## src/rtl/word_lane_deser.sv

```systemverilog
module word_lane_deser #(
  parameter int W    = 16,
  parameter int LOCK = 4,
  parameter int IW   = 16
) (
  input  logic          clk,
  input  logic          rst,
  input  logic          mode_2w,
  input  logic          lsb_first,
  input  logic          fclk_inv,
  input  logic          lane_a,
  input  logic          lane_b,
  input  logic          fclk_bit,
  output logic          out_valid,
  output logic [W-1:0]  out_data,
  output logic [IW-1:0] out_index,
  output logic          aligned
);
  localparam int CW = $clog2(W + 1);
  localparam int LW = $clog2(LOCK + 1);

  logic          f_prev;
  logic [CW-1:0] bcnt;
  logic [LW-1:0] lcnt;
  logic [W-1:0]  sr_a, sr_b, hold_a;
  logic          pend;
  logic [IW-1:0] idx;

  wire f_now = fclk_bit ^ fclk_inv;
  wire rise  = f_now & ~f_prev;
  wire full  = (bcnt == CW'(W - 1));
  wire good  = rise & full;
  wire bad   = rise ^ full;

  assign aligned = (lcnt == LW'(LOCK));

  always_ff @(posedge clk) begin
    if (rst) begin
      f_prev <= 1'b0;
      bcnt   <= CW'(W);
      lcnt   <= '0;
      sr_a   <= '0;
      sr_b   <= '0;
    end else begin
      f_prev <= f_now;
      if (rise)               bcnt <= '0;
      else if (bcnt != CW'(W)) bcnt <= bcnt + 1'b1;
      if (bad)       lcnt <= '0;
      else if (good && !aligned) lcnt <= lcnt + 1'b1;
      sr_a <= lsb_first ? {lane_a, sr_a[W-1:1]} : {sr_a[W-2:0], lane_a};
      sr_b <= lsb_first ? {lane_b, sr_b[W-1:1]} : {sr_b[W-2:0], lane_b};
    end
  end

  always_ff @(posedge clk) begin
    if (rst) begin
      out_valid <= 1'b0;
      out_data  <= '0;
      out_index <= '0;
      hold_a    <= '0;
      pend      <= 1'b0;
      idx       <= '0;
    end else if (good) begin
      out_valid <= 1'b1;
      out_data  <= mode_2w ? sr_b : sr_a;
      out_index <= idx;
      idx       <= idx + 1'b1;
      hold_a    <= sr_a;
      pend      <= mode_2w;
    end else if (pend) begin
      out_valid <= 1'b1;
      out_data  <= hold_a;
      out_index <= idx;
      idx       <= idx + 1'b1;
      pend      <= 1'b0;
    end else begin
      out_valid <= 1'b0;
    end
  end
endmodule


```

## config.mk

```make
export PLATFORM = sky130hd
export DESIGN_NAME = word_lane_deser
export DESIGN_NICKNAME = d
export VERILOG_FILES = /design/src/rtl/word_lane_deser.sv
export SDC_FILE = /design/constraint.sdc
export NUM_CORES = 1
export LEC_CHECK = 0
export CORE_AREA = 2 2 115 117
export DETAILED_ROUTE_END_ITERATION = 10
export DIE_AREA = 0 0 117 119
export PLACE_DENSITY = 0.59
export SKIP_LAST_GASP = 1
export SLEW_MARGIN = 20
export SYNTH_ARGS = -nofsm -noshare
export SYNTH_HDL_FRONTEND = slang
export SYNTH_SLANG_ARGS = --single-unit
```

## constraint.sdc

```tcl
create_clock -name clk -period 2.25 [get_ports clk]
set_input_delay 0.3375 -clock clk [delete_from_list [all_inputs] [get_ports clk]]
set_output_delay 0.3375 -clock clk [all_outputs]
set_load 0.05 [all_outputs]
```

==> results of run 1 <==
==> critical path, stage by stage, from the launching register on <==
cell	delay, ns
dfxtp_1	0.36
ha_1	0.20
and3_1	0.18
ha_2	0.21
ha_4	0.15
o211ai_1	0.12
nor2_1	0.13
buf_4	0.13
or4b_1	0.42
a21oi_1	0.15
==> registers in the layout, indices dropped and copies added, names as in the netlist <==
signal / flops
bcnt: 5
f_prev: 1
hold_a: 16
idx: 16
lcnt: 3
out_data: 16
out_index: 16
out_valid: 1
pend: 1
sr_a: 16
sr_b: 16
==> power groups by stage <==
stage / logic [mW] / clock network [mW] / registers, mW
final: 0.146 / 1.58 / 1.91
after detailed placement: 0.147 / 0 / 1.96
after global routing: 0.161 / 1.72 / 1.91
after global placement: 0.143 / 0 / 1.96
after floorplan: 0.108 / 0 / 1.96
after CTS: 0.147 / 1.64 / 1.91
==> worst max path at each step <==
stage                                  to  cells after the start  slack, ns            startpoint
3_3_place_gp         idx[13]$_SDFFE_PP0P_                      9      -0.11              fclk_inv
5_1_grt              lcnt[1]$_SDFFE_PP0P_                     10      -0.05              fclk_bit
4_1_cts              idx[13]$_SDFFE_PP0P_                      9       0.02  bcnt[1]$_SDFFE_PP0P_
3_5_place_dp         idx[13]$_SDFFE_PP0P_                      9      -0.15              fclk_bit
2_1_floorplan  out_index[10]$_SDFFE_PP0P_                     10       0.11  bcnt[0]$_SDFFE_PP0P_
6_report             idx[13]$_SDFFE_PP0P_                      9       0.14  bcnt[0]$_SDFFE_PP0P_
==> placed cells by master, fill, tap and decap left out, drive strengths merged, types with 2 or more instances in the layout <==
| cell | Yosys | routed |
|---|---|---|
| dfxtp | 107 | 107 |
| nor2 | 100 | 100 |
| mux2i | 65 | 65 |
| nand2 | 39 | 39 |
| a21oi | 38 | 38 |
| clkdlybuf4s50 | 0 | 38 |
| buf | 15 | 22 |
| a211oi | 16 | 16 |
| clkbuf | 16 | 12 |
| xnor2 | 9 | 9 |
| ha | 8 | 8 |
| inv | 7 | 7 |
| xor2 | 6 | 6 |
| nor3 | 6 | 6 |
| nand3 | 5 | 5 |
| nand4 | 5 | 5 |
| nor2b | 3 | 3 |
| and3 | 3 | 3 |
| clkinv | 0 | 3 |
| mux2 | 2 | 2 |
| nor4b | 2 | 2 |
| nor4 | 2 | 2 |
==> routing by layer <==
| metal | vias up | share of wire (%) | global-route usage (%) |
|---|---|---|---|
| li1 | 1678 | - | - |
| met1 | 1524 | 46 | 16.3 |
| met2 | 34 | 50 | 22.4 |
| met3 | 11 | 2.4 | 3.51 |
| met4 | 0 | 1.6 | 4.85 |
| met5 | - | 0 | 0 |
==> kinds of logic (layout without fill, tap and decap cells) <==
group / after synthesis / count (layout) / synth area share (%)
multiplexers: 67 / 67 / 15.6
adder cells (fa/ha/maj): 8 / 8 / 2.32
buffers and inverters: 38 / 84 / 3.59
AO/OA/AOI/OAI: 62 / 62 / 8.60
XOR/XNOR: 15 / 15 / 3.04
AND/OR/NAND/NOR: 171 / 171 / 17.3
flip-flops: 107 / 107 / 49.6
==> final cells by class <==
cell class	instances	area [um2]
clock inverter	4	48.8
fill	1276	7510
multi-input combinational	323	2050
tap	176	220
inverter	7	26.3
timing repair buffer	61	618
clock buffer	12	256
sequential	107	2140
==> per-stage QoR <==
| step | util (%) | setup slack [ns] | total power, mW | area [um2] | instances |
|---|---|---|---|---|---|
| after floorplan | - | 0.111 | 2.06 | 4320 | 468 |
| after global placement | 39.1 | -0.110 | 2.10 | 5030 | 674 |
| after detailed placement | 39.1 | -0.153 | 2.10 | 5030 | 674 |
| after CTS | 41.5 | 0.0220 | 3.70 | 5340 | 690 |
| after global routing | 41.7 | -0.0528 | 3.79 | 5370 | 690 |
| final | 41.7 | 0.141 | 3.64 | 5370 | 690 |
==> metrics.txt, run 1 <==
run status complete, no violations; Net Count, Synth between 400 and 500; clk_skew 0.00630 ns; Worst Setup Path Type reg -> reg; FF-to-FF End idx[13]$_SDFFE_PP0P_; mean cell area of the mapped netlist 9.23 um2; fmax 474 MHz; leakage 2.00 nW; Worst-path clk slew 0.07 ns; grt ovf 0; count of input and output buffers between 40 and 50; Post-synth ARST share 0%; Tcrit/Tclk final 93.7%; Reg-to-Reg Start bcnt[0]$_SDFFE_PP0P_; Max Cap Viol 0; Post-synth EDFFs 0; R2R setup slack 0.14 ns; CTS tree built; Synth top area share 49.6%; Synth area leaders dfxtp_1 50%, mux2i_1 15%, nor2_1 8.7%, a21oi_1 4.4%, nand2_1 3.4%; vias in the first global route 3155; ratio of cells with drive above 1 in the final layout 9.92%; crit path launch type flop; Slew @ Worst Pin 0.584 ns; initial core utilization 33.6%; n_diodes 0; final HPWL from detailed placement 6120 um; Synth cell types 39; Synth area leader dfxtp_1; Via Count 3247; Post-Route WL 8800 um; Primary FF master, synth dfxtp_1; Final ANT Viol Nets 0; Reg power frac 52.6%; DRC Markers 0; die area 13900 um2; Clock power frac between 40% and 50%; CTS H-tree depth 3; final hold vios 0; YS warnings 0; Post-Syn Area 4320 um2; P_sw about 0.75 mW; first-pass GRT wire length 14800 um; Chip Width 117 um; Worst EP arrival 2.38 ns; setup violators final 0; clk_lat worst skew around 0.34 ns; Max-slew headroom 61.0%; Syn-to-layout area delta 24.2%; switching part of the total about a fifth; Yosys reg bits about 110; Final GP Congestion 0.771; Chip Height 119 um; Hold WC Path Type reg -> reg; largest net degree at the start of global routing 56; Routed WL per cell about 13 um; gr usage total 13.4%; Fin Setup TNS 0 ns; TritonCTS Buffers 9; Nets 525; WHS Path Cells 2; R2R depth 9; number of detailed-route iterations in the first pass 4; Core Rows 42; hold path endpoint out_index[0]$_SDFFE_PP0P_; RSZ-0062 raised after global routing yes; Hold Slack 0.449 ns; worst-path fanout max 4; number of clock sinks 107; internal power 2.89 mW; Logic pwr share 4.0%; Post-CTS Hold Fix Bufs 0; I/O pins 42; Hold Startpoint out_index[0]$_SDFFE_PP0P_; Via density 4.71; Final Max Slew Viols 0; CP required 2.52 ns; list of most frequent post-synthesis cells 107 x dfxtp_1, 100 x nor2_1, 65 x mux2i_1, 39 x nand2_1, 38 x a21oi_1; Core ar. 12900 um2; post-CTS repair timing setup buffer count 0; most frequent cell after synthesis dfxtp_1; Final min period between 2 and 2.5 ns; CTS root buf clkbuf_16; initial antenna violation count 0; Syn Inst Count 468; Max VDD drop 0.000287 V; PostCTS Resize Cnt 0; Power Density 679 nW/um2; post-synthesis sequential area ratio 49.6%; Setup crit end kind flop; clock buffer depth 2; DRT iter0 DRCs 140
Note: power is estimated with default switching activity, not from simulation.
==> run 2: changes to the inputs <==
- SETUP_SLACK_MARGIN: default -> 0.05
- SKIP_LAST_GASP: 1 -> default
==> metrics.txt, run 2 (synthesis results as in run 1) <==
run status complete, no violations; Hold WC Path Type reg -> reg; crit path launch type flop; grt ovf 0; Hold Slack 0.449 ns; Setup crit end kind flop; Final Max Slew Viols 0; initial antenna violation count 0; Final ANT Viol Nets 0; n_diodes 0; Max VDD drop ~0.00029 V; clk_skew 0.00643 ns; FF-to-FF End idx[13]$_SDFFE_PP0P_; vias in the first global route 3155; ratio of cells with drive above 1 in the final layout between 10 and 15%; gr usage total 13.4%; placed cells 674; CTS root buf clkbuf_16; clock buffer depth 2; final core occ 41.8%; worst-path cell chain ha_1 > and3_4 > ha_4 > ha_4 > o211ai_1 > nor2_1 > buf_4 > or4b_1 > a21oi_1; final hold vios 0; largest net degree at the start of global routing 56; Tcrit/Tclk final 92.9%; Worst Setup Path Type reg -> reg; Pwr Total 3.65 mW; Placed Area 5030 um2; RSZ-0062 raised after global routing no; Layout Cells excl Fill 690; number of clock sinks around 110; initial core utilization 33.6%; clk_lat worst skew between 0.3 and 0.4 ns; post-CTS repair timing setup buffer count 0; footprint of the multi-input gates 2070 um2; Core ar. 12900 um2; setup violators final 0; DRT iter0 DRCs 145; Nets 525; Via density 4.70; Routed WL per cell 12.8 um; Power Density 679 nW/um2; Worst-path clk slew approximately 0.070 ns; Final GP Congestion about 0.77; Register Area between 2000 and 2500 um2; cell area after layout between 5000 and 6000 um2; CTS H-tree depth 3; Reg-to-Reg Start bcnt[0]$_SDFFE_PP0P_; Max Cap Viol 0; Final min period 2.09 ns; Chip Width 117 um; CP required 2.52 ns; number of detailed-route iterations in the first pass 4; count of input and output buffers 41; leakage 1.99 nW; TritonCTS Buffers 9; worst-path fanout max 4; commonest cells after routing, fill and taps aside 106 x dfxtp_1, 99 x nor2_1, 65 x mux2i_1, 39 x nand2_1; Worst EP arrival 2.36 ns; Slew @ Worst Pin 0.596 ns; commonest non-fill, non-tap cell in the layout dfxtp_1; Hold Startpoint out_index[0]$_SDFFE_PP0P_; Max-slew headroom 60.1%; Chip Height 119 um; crit-path max cell delay 0.42 ns; Top delay family on crit path simple AND/OR/NAND/NOR gates; Syn-to-layout area delta 24.4%; slowest CP cell or4b_1; first-pass GRT wire length between 10000 and 15000 um; fmax 478 MHz; Worst Setup SP bcnt[0]$_SDFFE_PP0P_; DRC Markers 0; CTS tree built; Post-Route WL 8820 um; Fillers 1275; die area 13900 um2; critical path buffer and inverter count 1; I/O pins between 40 and 50; critical path's most frequent cell ha_4; Core Rows 42; Post-CTS Hold Fix Bufs 0; Via Count 3240; WHS Path Cells 2; final HPWL from detailed placement slightly above 6000 um; hold path endpoint out_index[0]$_SDFFE_PP0P_; R2R setup slack between 0.15 and 0.2 ns; R2R depth 9
## run 2: how the worst max path moves through the flow
| stage | end | depth (start not counted) | slack [ns] |
|---|---|---|---|
| floorplan | out_index[10]$_SDFFE_PP0P_ | 10 | 0.11 |
| global placement | idx[13]$_SDFFE_PP0P_ | 9 | -0.11 |
| detailed placement | idx[13]$_SDFFE_PP0P_ | 9 | -0.15 |
| CTS | idx[13]$_SDFFE_PP0P_ | 9 | 0.05 |
| global route | idx[13]$_SDFFE_PP0P_ | 9 | 0.04 |
| finish | idx[13]$_SDFFE_PP0P_ | 9 | 0.16 |
## run 2: tightest hold or removal path, stage by stage (launching register included)
cell	delay, ns
dfxtp_1	0.31
nand2_1	0.05
a21oi_1	0.05
## run 2: area by class of cell
cell class              instances  area share, %
well taps                     176           4.10
repair buffers                 61           11.4
flip-flops and latches        107           39.9
clock buffers                  12           4.77
clock inverters                 4          0.908
inverters                       7          0.489
multi-input cells             323           38.4
## run 2: what timing repair did
| action | 4_1_cts | 5_1_grt |
|---|---|---|
| endpoints found under the setup margin | 3 | 6 |
| pin swaps | 0 | 1 |
| gates resized for setup | 2 | 7 |
| endpoints found under the hold margin | 0 | 0 |
## run 2: per-layer routing
metal,track usage (%),vias up,part of all wire (%)
met1,16.3,1522,46
met2,22.4,31,50
met4,4.85,0,1.6
met3,3.51,11,2.3
li1,-,1676,-
met5,0,-,0
## run 2: stage by stage
stage               setup TNS (ns)  worst slack (ns)
floorplan                        0             0.111
global placement            -0.722            -0.110
detailed placement           -1.24            -0.153
CTS                              0            0.0485
global route                     0            0.0412
finish                           0             0.160
## run 2: power by group
group | leakage [nW] | switching [mW] | internal, mW
Clock | 0.153 | 0.665 | 0.922
Combinational | 0.974 | 0.0873 | 0.0611
Sequential | 0.863 | 0.00810 | 1.91
Total | 1.99 | 0.761 | 2.89
